## src/rtl/sar_reg.sv

```systemverilog
module sar_reg #(
  parameter int N = 8
) (
  input  logic         clk,
  input  logic         rst_n,
  input  logic         d,
  input  logic         start_n,
  input  logic         en_n,
  output logic [N-1:0] q,
  output logic         q_msb_n,
  output logic         cc,
  output logic         d_dly
);
  localparam int PW = (N > 2) ? $clog2(N) : 1;
  localparam logic [N-1:0] MSB_MASK  = {1'b1, {(N-1){1'b0}}};
  localparam logic [N-1:0] START_PAT = {1'b0, {(N-1){1'b1}}};
  localparam logic [PW-1:0] TOP = PW'(N-1);

  logic [N-1:0]  q_r;
  logic [PW-1:0] ptr;
  logic          busy;
  logic          echo;

  always_ff @(posedge clk or negedge rst_n) begin
    if (!rst_n) begin
      q_r  <= '1;
      ptr  <= '0;
      busy <= 1'b0;
      echo <= 1'b0;
    end else begin
      echo <= d;
      if (!start_n) begin
        q_r  <= START_PAT;
        ptr  <= TOP;
        busy <= 1'b1;
      end else if (busy && !en_n) begin
        q_r[ptr] <= d;
        if (ptr != '0) begin
          q_r[ptr - 1'b1] <= 1'b0;
          ptr <= ptr - 1'b1;
        end else begin
          busy <= 1'b0;
        end
      end
    end
  end

  assign q       = en_n ? (q_r | MSB_MASK) : q_r;
  assign q_msb_n = ~q[N-1];
  assign cc      = busy;
  assign d_dly   = echo;

  AST_START_PATTERN: assert property (@(posedge clk) disable iff (!rst_n)
    !start_n |=> (q_r == START_PAT && busy));
  AST_TRIAL_LOAD: assert property (@(posedge clk) disable iff (!rst_n)
    (start_n && busy && !en_n) |=> (q_r[$past(ptr)] == $past(d)));
  AST_DONE_HOLD: assert property (@(posedge clk) disable iff (!rst_n)
    (start_n && !busy) |=> ($stable(q_r) && !busy));
  AST_EN_FREEZE: assert property (@(posedge clk) disable iff (!rst_n)
    (start_n && en_n) |=> ($stable(q_r) && $stable(busy)));
  AST_MSB_FORCED: assert property (@(posedge clk) disable iff (!rst_n)
    en_n |-> (q[N-1] && !q_msb_n));
  AST_ECHO: assert property (@(posedge clk) disable iff (!rst_n)
    1'b1 |=> (d_dly == $past(d)));
endmodule

```

## config.mk

```make
export PLATFORM = sky130hd
export DESIGN_NAME = sar_reg
export DESIGN_NICKNAME = d
export VERILOG_FILES = /design/src/rtl/sar_reg.sv
export SDC_FILE = /design/constraint.sdc
export NUM_CORES = 1
export LEC_CHECK = 0
export CAP_MARGIN = 25
export CELL_PAD_IN_SITES_DETAIL_PLACEMENT = 0
export CELL_PAD_IN_SITES_GLOBAL_PLACEMENT = 1
export CORE_MARGIN = 10
export CORE_UTILIZATION = 38
export DETAILED_ROUTE_END_ITERATION = 10
export GPL_TIMING_DRIVEN = 0
export PLACE_DENSITY_LB_ADDON = 0.2
export SLEW_MARGIN = 5
export SYNTH_ARGS = -nofsm -noshare
export SYNTH_HDL_FRONTEND = slang
export SYNTH_SLANG_ARGS = --single-unit
```

## constraint.sdc

```tcl
create_clock -name clk -period 1.8 [get_ports clk]
set_clock_uncertainty 0.1 [all_clocks]
set_input_delay 0.18 -clock clk [delete_from_list [all_inputs] [get_ports clk]]
set_output_delay 0.18 -clock clk [all_outputs]
set_load 0.005 [all_outputs]
```

# Word-level counts from Yosys, hierarchy flattened
# Index checks and enable logic that the tools add are counted.
[op_classes] n_lt_le_gt_ge=4 n_eq_ne=3 n_bitwise=3 reduce_logical=7 n_mux=15 addsub=1
[op_table] cell="8-bit 2-to-1 mux" count=4
[op_table] cell="3-bit 2-to-1 mux" count=3
[op_table] cell="8-bit AND" count=1
[op_table] cell="8-bit bitwise mux" count=1
[op_table] cell="3-bit by 4-bit < comparator with 1-bit output, second input constant" count=2
[op_table] cell="8-bit inverter" count=1
[op_table] cell="1-bit demux with 3-bit select" count=2
[op_table] cell="3-bit by 1-bit >= comparator with 1-bit output, second input constant" count=2
[op_table] cell="1-bit 2-to-1 mux" count=5
[op_table] cell="2-bit by 1-bit inequality test with 1-bit output, second input constant" count=2
[op_table] cell="2-bit AND reduction" count=2
[op_table] cell="1-bit logical AND" count=3
[op_table] cell="3-bit nonzero test" count=1
[op_table] cell="3-bit by 1-bit subtractor with 3-bit output, second input constant" count=1
[op_table] cell="2-bit inequality test, second input constant" count=1
[op_table] cell="1-bit logical NOT" count=1
[op_table] cell="1-bit inverter" count=1
[word_totals] output_inout_bits=11 reg_bits=13 word_cells=37

# Longest topological paths before layout
[depth] ltp_word=10 mapped_depth=5 mapped_depth_nobuf=5

# Worst setup path before layout
# OpenSTA, ideal clock, no wires.
[synth_path] kind="register -> register" startpoint="reg ptr[0]" endpoint="reg ptr[2]" setup_slack_ns=0.242 setup_time_ns=0.069 path_stages_with_launch=6 t_arrival_ns=1.389 synth_period_minus_slack_ns=1.558 cell_sequence="dfrtp_1 > inv_1 > ha_1 > inv_1 > or4_1 > nand3_1"
[synth_via] elab_chain_cells=4 word_cells_on_any_way=7
[synth_rtl] item="start: declaration" line="20" rtl="logic [PW-1:0] ptr;"
[synth_rtl] item="start signal: assignment" line="40" rtl="ptr <= ptr - 1'b1;"
[synth_rtl] item="3-bit by 1-bit subtractor with 3-bit output" line="40"
[synth_rtl] item="3-bit 2-to-1 mux" line="38" rtl="if (ptr != '0) begin"
[synth_rtl] item="3-bit 2-to-1 mux" line="36" rtl="end else if (busy && !en_n) begin"
[synth_rtl] item="3-bit 2-to-1 mux" line="32" rtl="if (!start_n) begin"
# Parallel ways exist; a longest one is shown, timed or not. The select of a mux whose other input is x is not followed.
# A chain may end at the register's enable or synchronous reset.

# Worst setup path in the final report
[layout_path] startpoint="reg q_r[7]" endpoint="out q[7]"
[layout_via] elab_chain_cells=1
[layout_rtl] item="start: declaration" line="19" rtl="logic [N-1:0] q_r;"
[layout_rtl] item="start signal: assignment" line="26" rtl="q_r <= '1;"
[layout_rtl] item="start signal: assignment" line="33" rtl="q_r <= START_PAT;"
[layout_rtl] item="start signal: indexed assignment" line="37" rtl="q_r[ptr] <= d;"
[layout_rtl] item="8-bit 2-to-1 mux" line="48" rtl="assign q = en_n ? (q_r | MSB_MASK) : q_r;"
[layout_rtl] item="end: declaration" line="9" rtl="output logic [N-1:0] q,"
# No other way between the ends.

==> impl_metrics.prom <==
# TYPE chip_impl_metric gauge
chip_impl_info{name="outcome",value="finished, final reports clean"} 1
chip_impl_metric{name="layout-area-overhead-vs-synth",unit="%"} 25.4
chip_impl_metric{name="detail_route.drc_violations",unit=""} 0
chip_impl_info{name="min_path_type",value="primary input to async pin"} 1
chip_impl_metric{name="htreeDepth",unit=""} 1
chip_impl_metric{name="globalRoute.totalOverflow",unit=""} 0
chip_impl_metric{name="grt_pass1_wl",unit="mm"} 3.71
chip_impl_info{name="synth_flop_cell",value="sky130_fd_sc_hd__dfstp_2"} 1
chip_impl_metric{name="tightestPinTransition",unit="ps"} 602
chip_impl_metric{name="floorplan.initialDensity",unit="%"} 39.7
chip_impl_metric{name="syn_area_per_cell",unit="um2"} 9.36
chip_impl_metric{name="avgViaCountPerCell",unit=""} 5.59
chip_impl_info{name="cp-end-kind",value="output port"} 1
chip_impl_metric{name="r2r_cells",unit=""} 5
chip_impl_metric{name="drtPass1Iterations",unit=""} 4
chip_impl_metric{name="dieHeight",unit="um"} 67.9
chip_impl_metric{name="syn_inst",unit=""} 93
chip_impl_metric{name="r2r_setup_slack",unit="ps"} 100
chip_impl_metric{name="tritoncts.num_buffers",unit=""} 3
chip_impl_metric{name="wl_per_cell",unit="um"} 15.9
chip_impl_metric{name="peak_freq",unit="MHz"} 584
chip_impl_metric{name="finalInstanceArea",unit="um2"} 1090
chip_impl_metric{name="critical_path_peak_fanout",unit=""} 3
chip_impl_metric{name="drt_initial_violations",unit=""} 27
chip_impl_metric{name="die_w",unit="um"} 67.9
chip_impl_metric{name="synth_area",unit="um2"} 871
chip_impl_metric{name="wirelength",unit="mm"} 2.23
chip_impl_metric{name="core_area",unit="um2"} 2190
chip_impl_metric{name="synthesis.yosys.warnings",unit=""} 0
chip_impl_metric{name="cts_post_setup_buffers_inserted",unit=""} 0
chip_impl_metric{name="finalNetCount",unit=""} 120
chip_impl_metric{name="grt_max_degree",unit=""} 14
chip_impl_metric{name="cts.sink_count",unit=""} 13
chip_impl_metric{name="detailroute.via_count",unit=""} 783
chip_impl_info{name="crit_type",value="flop to output port"} 1
chip_impl_metric{name="timing_max_transition_violations_final",unit=""} 0
chip_impl_metric{name="post_synth_cell_types",unit=""} 36
chip_impl_metric{name="peakVddDrop",unit="mV"} 0.449
chip_impl_metric{name="postSynthRegisterBits",unit=""} 13
chip_impl_info{name="unrepaired_setup_endpoints_after_global_routing",value="false"} 1
chip_impl_metric{name="clkTransAtPathRegs",unit="ps"} 90
chip_impl_metric{name="number_of_fill_cells_in_the_layout",unit=""} 212
chip_impl_metric{name="min_period",unit="ps"} 1710
chip_impl_info{name="worstReg2RegEnd",value="ptr[2]"} 1
chip_impl_metric{name="antenna_found_initial",unit=""} 0
chip_impl_metric{name="min_period_over_period",unit="%"} 95.1
chip_impl_info{name="cts_root_buf",value="sky130_fd_sc_hd__clkbuf_4"} 1
chip_impl_metric{name="fin_worst_hold_slack",unit="ps"} 159
chip_impl_info{name="worst_setup_path_startpoint",value="q_r[7]"} 1
chip_impl_metric{name="cts.path.max_buffers",unit=""} 2
chip_impl_metric{name="timing.critical_path.required",unit="ps"} 1520
chip_impl_metric{name="hold_fix_buffers_cts",unit=""} 0
chip_impl_metric{name="powerDensity",unit="nW/um2"} 644
chip_impl_metric{name="design.die.area",unit="um2"} 4610
chip_impl_metric{name="placedCellCount",unit=""} 136
chip_impl_info{name="worstReg2RegStart",value="ptr[0]"} 1
chip_impl_metric{name="first_global_vias",unit=""} 761
chip_impl_metric{name="placed_cell_area",unit="um2"} 1060
chip_impl_metric{name="synth-async-reset-ratio",unit="%"} 100
chip_impl_metric{name="leakage",unit="nW"} 0.427
chip_impl_metric{name="floorplan.rows",unit=""} 17
chip_impl_info{name="critical_path.endpoint",value="q[7]"} 1
chip_impl_info{name="clock_tree_from_tritoncts",value="yes"} 1
chip_impl_metric{name="ios",unit=""} 16
chip_impl_metric{name="ant_nets",unit=""} 0
chip_impl_metric{name="io_buffers",unit=""} 15
chip_impl_metric{name="cp.arrival",unit="ps"} 1430
chip_impl_metric{name="final_layout_size_suffix_gt1_share",unit="%"} 28.6
chip_impl_info{name="setup.worst_path.start_class",value="flop"} 1
chip_impl_metric{name="gp_congestion",unit=""} 0.769
chip_impl_metric{name="groute.usage.overall",unit="%"} 10.5
chip_impl_metric{name="layout.cells.non_filler",unit=""} 140
chip_impl_metric{name="setup_violations",unit=""} 0
chip_impl_metric{name="place_hpwl",unit="mm"} 1.70
chip_impl_metric{name="synth_nets",unit=""} 100
chip_impl_metric{name="antenna-diode-count",unit=""} 0
chip_impl_metric{name="timing_hold_violations_final",unit=""} 0
chip_impl_metric{name="timing.slew.headroom",unit="%"} 59.8
chip_impl_metric{name="synth_enable_flop_cells",unit=""} 0
chip_impl_metric{name="clock_insertion_delay_worst_skew",unit="ps"} 290
chip_impl_metric{name="max_cap_violations",unit=""} 0
chip_impl_metric{name="ys_seq_area_share",unit="%"} 38.5
-- sequential cells by signal, summed over array words and instances (netlist names) --
name / flops
ptr: 3
d_dly: 1
cc: 1
q_r: 8
-- what timing repair did --
item | CTS | global route
gates cloned | 0 | 0
pin swaps | 0 | 0
endpoints found under the setup margin | 3 | 6
gates resized for setup | 3 | 3
-- stage by stage --
stage | util, % | setup TNS [ps] | power, mW | worst slack, ps
after floorplan | - | 0 | 0.437 | 242
after global placement | 48.2 | -103 | 0.513 | -60.1
after detailed placement | 48.2 | -55.6 | 0.513 | -33.3
after CTS | 49.6 | 0 | 0.709 | 6.33
after global routing | 49.9 | 0 | 0.746 | 20.2
final | 49.9 | 0 | 0.704 | 88.7
-- cells in the mapped netlist, types with 2 or more instances --
master / number / area share, %
sky130_fd_sc_hd__dfstp_2: 8 / 24
sky130_fd_sc_hd__nand3_1: 8 / 4.6
sky130_fd_sc_hd__buf_4: 7 / 6.0
sky130_fd_sc_hd__a32oi_1: 6 / 6.0
sky130_fd_sc_hd__o21ai_0: 6 / 3.4
sky130_fd_sc_hd__dfrtp_1: 5 / 14
sky130_fd_sc_hd__inv_1: 5 / 2.2
sky130_fd_sc_hd__nand2b_1: 4 / 2.9
sky130_fd_sc_hd__nor2b_1: 4 / 2.9
sky130_fd_sc_hd__buf_2: 3 / 1.7
sky130_fd_sc_hd__nand4_1: 3 / 2.2
sky130_fd_sc_hd__a21oi_1: 2 / 1.1
sky130_fd_sc_hd__and4_1: 2 / 2.0
sky130_fd_sc_hd__ha_1: 2 / 2.9
sky130_fd_sc_hd__nand2_1: 2 / 0.86
sky130_fd_sc_hd__nor2_1: 2 / 0.86
sky130_fd_sc_hd__nor3_1: 2 / 1.1
sky130_fd_sc_hd__nor4_1: 2 / 1.4
sky130_fd_sc_hd__o31ai_1: 2 / 1.7
sky130_fd_sc_hd__or2_2: 2 / 1.4
-- metal layers --
metal / share of wire (%) / track usage, % / vias to the layer above / wire length [um]
met5: 0 / 0 / - / 0
met4: 2.5 / 6.03 / 0 / 55
met3: 4.7 / 2.12 / 5 / 104
met2: 49 / 16.9 / 17 / 1090
met1: 44 / 12.7 / 378 / 982
li1: - / - / 383 / -
-- cell families after synthesis --
| family | share of synthesized area (%) |
|---|---|
| multiplexers | 1.15 |
| adder cells (fa/ha/maj) | 2.87 |
| buffers and inverters | 11.6 |
| flip-flops | 38.5 |
| AND/OR/NAND/NOR | 25.3 |
| AO/OA/AOI/OAI | 20.5 |
-- worst min-delay path by stage --
stage	depth (start not counted)	from	end	slack (ps)
6_report	1	rst_n	d_dly	160
5_1_grt	1	rst_n	d_dly	200
4_1_cts	1	rst_n	d_dly	180
3_5_place_dp	2	q_r[2]	q_r[2]	410
3_3_place_gp	2	q_r[0]	q_r[0]	400
2_1_floorplan	0	rst_n	cc	-220
-- power breakdown --
group	switching, mW	total [mW]	internal [mW]	leakage (nW)
clock	0.109	0.195	0.0862	0.0150
sequential	0.0149	0.334	0.320	0.133
combinational	0.0866	0.175	0.0879	0.280
total	0.210	0.704	0.494	0.427
-- worst max-delay path, cell delays in order, from the launching register on --
cell and delay, ps:
sky130_fd_sc_hd__dfstp_2 540, sky130_fd_sc_hd__or2_2 110, sky130_fd_sc_hd__clkdlybuf4s50_1 490
-- placed cells by master, fill, tap and decap left out, drive strengths merged, types with 2 or more instances in the layout --
master         instances
nand2b                 4
and4                   2
a32oi                  6
or2                    2
clkbuf                 5
buf                   11
ha                     2
dfstp                  8
dfrtp                  5
nand2                  2
nor3                   2
inv                    5
nand4                  3
nor4                   2
o21ai                  6
nor2                   2
clkdlybuf4s50         13
o31ai                  3
nand3                  8
nor2b                  4
a21oi                  2
-- area by class of cell --
class	count	area, um2	area share, %
Buffer	12	82.6	7.56
Clock buffer	4	26.3	2.41
Inverter	5	18.8	1.72
Multi-Input combinational cell	63	440	40.3
Sequential cell	13	338	30.9
Tap cell	28	35.0	3.21
Timing Repair Buffer	15	151	13.9
Note: power is estimated with default switching activity, not from simulation.
